`config.mk`:
```
export PLATFORM = sky130hd
export DESIGN_NAME = pmc_power_ctrl
export DESIGN_NICKNAME = d
export VERILOG_FILES = /design/src/rtl/pmc_pkg.sv /design/src/rtl/pmc_rst_qual.sv /design/src/rtl/pmc_mode_fsm.sv /design/src/rtl/pmc_mcyc_timer.sv /design/src/rtl/pmc_power_ctrl.sv
export SDC_FILE = /design/constraint.sdc
export NUM_CORES = 1
export LEC_CHECK = 0
export ABC_AREA = 1
export BUFFER_PORTS_ARGS = -buffer_cell sky130_fd_sc_hd__buf_2
export CORE_MARGIN = 2
export CORE_UTILIZATION = 28
export CTS_CLUSTER_SIZE = 40
export DETAILED_ROUTE_END_ITERATION = 6
export GPL_ROUTABILITY_DRIVEN = 0
export GPL_TIMING_DRIVEN = 0
export SYNTH_ARGS = -nofsm -noshare
export SYNTH_HDL_FRONTEND = slang
export SYNTH_SLANG_ARGS = --single-unit
```
`constraint.sdc`:
```
create_clock -name clk_i -period 1.3 [get_ports clk_i]
set_input_delay 0.13 -clock clk_i [delete_from_list [all_inputs] [get_ports clk_i]]
set_output_delay 0.13 -clock clk_i [all_outputs]
set_load 0.1 [all_outputs]
```
`src/rtl/pmc_pkg.sv`:
```
package pmc_pkg;

  typedef enum logic [1:0] {
    PM_RUN  = 2'd0,
    PM_IDLE = 2'd1,
    PM_HALT = 2'd2
  } pm_state_e;

  // Length of the reset qualification window in oscillator clocks.
  function automatic int unsigned qual_window(int unsigned osc_per_mc,
                                              int unsigned mc_count);
    return osc_per_mc * mc_count;
  endfunction

  // Next mode given the current mode and the request inputs (reset handled apart).
  function automatic pm_state_e mode_step(pm_state_e cur, logic wr,
                                          logic idle_bit, logic pdown_bit,
                                          logic wake);
    pm_state_e nxt;
    nxt = cur;
    unique case (cur)
      PM_RUN: begin
        if (wr && pdown_bit)     nxt = PM_HALT;
        else if (wr && idle_bit) nxt = PM_IDLE;
      end
      PM_IDLE: if (wake) nxt = PM_RUN;
      PM_HALT: nxt = PM_HALT;
      default: nxt = PM_RUN;
    endcase
    return nxt;
  endfunction

endpackage

```
`src/rtl/pmc_rst_qual.sv`:
```
module pmc_rst_qual #(
  parameter int unsigned OSC_PER_MC  = 12,
  parameter int unsigned QUAL_MC     = 2,
  parameter int unsigned SYNC_STAGES = 2
) (
  input  logic clk_i,
  input  logic rst_pin_i,
  output logic core_rst_o
);
  import pmc_pkg::*;

  localparam int unsigned QLEN = qual_window(OSC_PER_MC, QUAL_MC);
  localparam int unsigned CW   = $clog2(QLEN + 1);
  localparam logic [CW-1:0] QMAX = CW'(QLEN);
  localparam logic [CW-1:0] QPRE = CW'(QLEN - 1);

  logic [SYNC_STAGES-1:0] sync_q;
  logic                   sync_hi;
  logic [CW-1:0]          qual_cnt;

  function automatic logic [CW-1:0] count_step(logic [CW-1:0] cur, logic hi);
    if (!hi)         return '0;
    else if (cur == QMAX) return cur;
    else             return cur + 1'b1;
  endfunction

  always_ff @(posedge clk_i) begin
    sync_q <= {sync_q[SYNC_STAGES-2:0], rst_pin_i};
  end

  assign sync_hi = sync_q[SYNC_STAGES-1];

  always_ff @(posedge clk_i) begin
    qual_cnt <= count_step(qual_cnt, sync_hi);
  end

  assign core_rst_o = (qual_cnt == QMAX);

  // the reset only rises out of a full window of high samples.
  assert_rise_after_window_R4: assert property (@(posedge clk_i)
    disable iff (!sync_hi)
    $rose(core_rst_o) |-> ($past(qual_cnt) == QPRE))
    else $error("R4 internal reset rose early");

  // a low synchronised sample restarts the window.
  assert_low_clears_R5: assert property (@(posedge clk_i)
    disable iff (core_rst_o)
    !sync_hi |=> (qual_cnt == '0))
    else $error("R5 qualification count not cleared");

endmodule

```
`src/rtl/pmc_mode_fsm.sv`:
```
module pmc_mode_fsm (
  input  logic               clk_i,
  input  logic               core_rst_i,
  input  logic               mode_wr_i,
  input  logic               set_idle_i,
  input  logic               set_pdown_i,
  input  logic               wake_irq_i,
  output pmc_pkg::pm_state_e state_o
);
  import pmc_pkg::*;

  pm_state_e state_q;

  always_ff @(posedge clk_i) begin
    if (core_rst_i) state_q <= PM_RUN;
    else            state_q <= mode_step(state_q, mode_wr_i, set_idle_i,
                                         set_pdown_i, wake_irq_i);
  end

  assign state_o = state_q;

  // an interrupt request wakes idle on the next edge.
  assert_wake_idle_R6: assert property (@(posedge clk_i)
    disable iff (core_rst_i)
    (state_q == PM_IDLE) && wake_irq_i |=> (state_q == PM_RUN))
    else $error("R6 idle not left on wake");

  // power-down wins over idle in the same write.
  assert_halt_priority_R7: assert property (@(posedge clk_i)
    disable iff (core_rst_i)
    (state_q == PM_RUN) && mode_wr_i && set_pdown_i |=> (state_q == PM_HALT))
    else $error("R7 power-down write not taken");

  // leaving reset always starts from run.
  assert_reset_clears_R8: assert property (@(posedge clk_i)
    disable iff (core_rst_i)
    $fell(core_rst_i) |-> (state_q == PM_RUN))
    else $error("R8 mode bits survive reset");

endmodule

```
`src/rtl/pmc_mcyc_timer.sv`:
```
module pmc_mcyc_timer #(
  parameter int unsigned OSC_PER_MC = 12
) (
  input  logic clk_i,
  input  logic core_rst_i,
  input  logic run_en_i,
  output logic tick_o
);
  localparam int unsigned PW = $clog2(OSC_PER_MC);
  localparam logic [PW-1:0] PLAST = PW'(OSC_PER_MC - 1);

  logic [PW-1:0] phase_q;

  function automatic logic [PW-1:0] phase_step(logic [PW-1:0] cur);
    return (cur == PLAST) ? '0 : cur + 1'b1;
  endfunction

  always_ff @(posedge clk_i) begin
    if (core_rst_i)    phase_q <= '0;
    else if (run_en_i) phase_q <= phase_step(phase_q);
  end

  assign tick_o = run_en_i && (phase_q == PLAST);

  // static logic, gated phase holds its value.
  assert_phase_frozen_R9: assert property (@(posedge clk_i)
    disable iff (core_rst_i)
    !run_en_i |=> $stable(phase_q))
    else $error("R9 phase moved while gated");

  // reset holds phase at zero.
  assert_phase_reset_R8: assert property (@(posedge clk_i)
    disable iff (!core_rst_i)
    core_rst_i |=> (phase_q == '0))
    else $error("R8 phase not cleared");

endmodule

```
`src/rtl/pmc_power_ctrl.sv`:
```
module pmc_power_ctrl #(
  parameter int unsigned OSC_PER_MC  = 12,
  parameter int unsigned QUAL_MC     = 2,
  parameter int unsigned SYNC_STAGES = 2
) (
  input  logic clk_i,
  input  logic rst_pin_i,
  input  logic mode_wr_i,
  input  logic set_idle_i,
  input  logic set_pdown_i,
  input  logic wake_irq_i,
  output logic cpu_clk_en_o,
  output logic periph_clk_en_o,
  output logic core_rst_o,
  output logic mcyc_tick_o,
  output logic idle_o,
  output logic pdown_o
);
  import pmc_pkg::*;

  pm_state_e mode_state;
  logic      periph_en;

  pmc_rst_qual #(
    .OSC_PER_MC (OSC_PER_MC),
    .QUAL_MC    (QUAL_MC),
    .SYNC_STAGES(SYNC_STAGES)
  ) u_rst_qual (
    .clk_i     (clk_i),
    .rst_pin_i (rst_pin_i),
    .core_rst_o(core_rst_o)
  );

  pmc_mode_fsm u_mode_fsm (
    .clk_i      (clk_i),
    .core_rst_i (core_rst_o),
    .mode_wr_i  (mode_wr_i),
    .set_idle_i (set_idle_i),
    .set_pdown_i(set_pdown_i),
    .wake_irq_i (wake_irq_i),
    .state_o    (mode_state)
  );

  assign periph_en       = (mode_state != PM_HALT);
  assign cpu_clk_en_o    = (mode_state == PM_RUN);
  assign periph_clk_en_o = periph_en;
  assign idle_o          = (mode_state == PM_IDLE);
  assign pdown_o         = (mode_state == PM_HALT);

  pmc_mcyc_timer #(
    .OSC_PER_MC(OSC_PER_MC)
  ) u_mcyc_timer (
    .clk_i     (clk_i),
    .core_rst_i(core_rst_o),
    .run_en_i  (periph_en),
    .tick_o    (mcyc_tick_o)
  );

  assert_idle_enables_R1: assert property (@(posedge clk_i)
    disable iff (core_rst_o)
    idle_o |-> (periph_clk_en_o && !cpu_clk_en_o))
    else $error("R1 idle enables wrong");

  assert_halt_enables_R2: assert property (@(posedge clk_i)
    disable iff (core_rst_o)
    pdown_o |-> (!cpu_clk_en_o && !periph_clk_en_o && !mcyc_tick_o))
    else $error("R2 halt enables wrong");

  assert_halt_sticky_R3: assert property (@(posedge clk_i)
    disable iff (core_rst_o)
    pdown_o |=> pdown_o)
    else $error("R3 halt left without reset");

  assert_modes_exclusive_R10: assert property (@(posedge clk_i)
    disable iff (core_rst_o)
    $onehot0({idle_o, pdown_o}))
    else $error("R10 both mode bits set");

endmodule

```
==> impl_metrics.tcl <==
set metrics [dict create \
    path_class "reg2out" \
    intPower_uw 833 \
    syn-num-nets 81 \
    worst_pin_slew_ps 279 \
    rsz0062_at_grt "yes" \
    drt-pass1-iter-count 2 \
    hpwlAfterDp_um 748 \
    synth.avg_cell_area_um2 8.18 \
    startpoint "u_rst_qual.qual_cnt[0]$_SDFFE_PN0P_" \
    coreArea_um2 1980 \
    die_h_um 49.9 \
    crit_top_cell "inv_4" \
    clkTransAtPathRegs_ps 80 \
    hold_ws_ps 120 \
    drive_gt1_share_pct 47.4 \
    synth_area_um2 589 \
    synth-seq-area-share_pct 44.2 \
    crit_chain "inv_4 -> ha_4 -> nand4_4 -> inv_4 -> buf_12" \
    grt_pass1_vias 482 \
    avgRoutedWirePerCell_um 9.83 \
    routed_via_density 4.24 \
    status "complete, but fails checks" \
    grt_overflow 0 \
    switchingPower_uw 680 \
    nets 107 \
    die_w_um 49.9 \
    dieArea_um2 2490 \
    grt_max_degree 8 \
    drt-total-wl_um 1220 \
    setup_slack_ps -20.1 \
    ys_ff_latch 13 \
    design.portCount 12 \
    antenna_found_initial 0 \
    relSlewSlack_pct 81.5 \
    route.detailed.drc 0 \
    ys_warn_count 0 \
    clock-sinks 13 \
    finalSetupViolations 1 \
    rrSetupSlack_ps 150 \
    critPathRequiredTime_ps 1170 \
    rr_startpoint "u_rst_qual.qual_cnt[0]$_SDFFE_PN0P_" \
    cts_made_buffers 3 \
    worst_ep_arrival_time_ps 1190 \
    cp_top_family "flip-flops" \
    powerDensity_nw_per_um2 1650 \
    endpoint "core_rst_o" \
    vdd_drop_max_uv 865 \
    antenna-diode-count 0 \
    slew_violations 0 \
    synthesis.instances 72 \
    fin_setup_tns_ps -20.1 \
    portBuffers 11 \
    insertion_delay_ps 270 \
    num_vias 526 \
    worst-path-buf-inv 3 \
    initial_core_util_pct 29.7 \
    pwr-share-clk_pct 16.3 \
    path_depth 5 \
    combPwrFrac_pct 47.8 \
    cts-htree-levels 1 \
    leakage_uw 0.000388 \
    max_freq_mhz 758 \
    hold_class "in2reg" \
    worstPathMaxFanout 3 \
    skew_ps 5.37 \
    fin_crit_ps 1320 \
    seq_power_share_pct 35.9 \
    cpMaxStageDelayCell "dfxtp_4" \
    grt_pass1_wl_um 1860 \
    cts_tree "yes" \
    drt_first_iter_violations 2 \
    clockBufferDepth 2 \
    reg2reg_depth 6 \
    antenna_left 0 \
    finalHoldViolCount 0 \
    root_buffer "clkbuf_4" \
    fill_cells 190 \
    post-route-period-util_pct 102 \
    place_ws_ps -119 \
    violations "negative setup slack" \
    synth_cell_types 21 \
    crit_path_end_kind "output pin" \
    areaGrowthSynthToFinish_pct 55.6 \
    track_usage_pct 10.4 \
    row_count 16 \
    maxCapViolations 0 \
    p_sw_share_pct 44.9 \
    cpPeakStageDelay_ps 360 \
    worst_setup_path_start_kind "register" \
    r2r-end "u_rst_qual.qual_cnt[0]$_SDFFE_PN0P_" \
]
stage by stage:
step	total power [µW]	area, µm²	util (%)	instances
after CTS	1510	873	44.1	119
after global routing	1590	917	46.3	124
after global placement	1120	731	36.9	110
after detailed placement	1130	731	36.9	110
after floorplan	1050	642	-	72
final	1510	917	46.3	124
tightest hold or removal path: stages:
cell and delay, ps:
buf_2 100, nand3_1 70, a21oi_1 50
synth_stat cells:
library cell / instances / area (µm²)
inv_1: 9 / 33.8
nor2_1: 10 / 37.5
xnor2_1: 2 / 17.5
nand3_2: 1 / 10.0
nand4_1: 1 / 6.26
nand2_4: 1 / 11.3
dfxtp_1: 13 / 260
ha_1: 3 / 37.5
nand2_1: 12 / 45.0
xor2_1: 1 / 8.76
or2_0: 1 / 6.26
a21oi_1: 4 / 20.0
nor2_2: 2 / 12.5
o21ai_2: 1 / 8.76
nand4_4: 1 / 21.3
nand3_1: 3 / 15.0
inv_2: 1 / 3.75
o21a_1: 1 / 7.51
inv_4: 1 / 6.26
o21ai_0: 3 / 15.0
nor3_1: 1 / 5.00
layout make-up:
type                    instances  area [µm²]  area share, %
inverters                      11        65.1           7.09
well taps                      27        33.8           3.68
flip-flops and latches         13         274           29.9
clock buffers                   4        26.3           2.86
multi-input cells              48         342           37.2
repair buffers                 21         176           19.2
state kept, by name, summed over array words and instances, names as in the netlist:
name                  flops
u_mode_fsm.state_o        2
u_rst_qual.sync_q         2
u_rst_qual.qual_cnt       5
u_mcyc_timer.phase_q      4
worst min-delay path by stage:
stage	endpoint	cells after the start	slack [ps]	startpoint
after CTS	u_mode_fsm.state_o[1]$_SDFFE_PN0P_	3	110	set_pdown_i
after floorplan	u_rst_qual.sync_q[0]$_DFF_P_	0	160	rst_pin_i
final	u_mode_fsm.state_o[1]$_SDFFE_PN0P_	3	120	set_pdown_i
after global placement	u_rst_qual.sync_q[0]$_DFF_P_	1	230	rst_pin_i
after detailed placement	u_rst_qual.sync_q[0]$_DFF_P_	1	240	rst_pin_i
after global routing	u_mode_fsm.state_o[1]$_SDFFE_PN0P_	3	120	set_pdown_i
cell families after synthesis:
group	count (synthesis)	share of synthesized area, %
xor+xnor	3	4.46
buf+inv	11	7.43
flops	13	44.2
fa+ha+maj	3	6.37
compound gates	9	8.71
simple gates	33	28.9
power groups by stage:
stage / clock network [µW] / logic [µW] / registers [µW]
finish: 247 / 723 / 544
global route: 275 / 769 / 547
CTS: 256 / 710 / 543
detailed placement: 0 / 586 / 543
global placement: 0 / 578 / 541
floorplan: 0 / 517 / 531
placed cells by master (no fill, tap or decap), types with 2 or more instances in the layout:
cell type  instances
buf_4             12
a21oi_1            4
ha_4               2
inv_1              6
buf_2              5
dfxtp_1            6
xnor2_1            2
inv_4              3
o21ai_0            3
nand2_1           11
buf_12             2
nor2_4             3
nand3_1            3
dfxtp_4            2
dfxtp_2            5
clkbuf_4           3
nor2_1             8
routing by layer:
metal | routed length, µm | vias to the layer above | part of all wire, % | global-route usage [%]
met2 | 612 | 11 | 50 | 16.2
met4 | 42 | 0 | 3.4 | 11.1
met3 | 32 | 4 | 2.6 | 1.82
li1 | - | 277 | - | -
met5 | 0 | - | 0 | 0
met1 | 530 | 234 | 43 | 11.2
what timing repair did:
action                                  CTS  global route
hold buffers                              1             0
hold endpoints to repair                  1             0
resized for setup                        24             3
pin swaps                                 3             0
buffers inserted                          4             5
endpoints found under the setup margin    6             2
No activity file was read; power rests on OpenSTA's default activity.
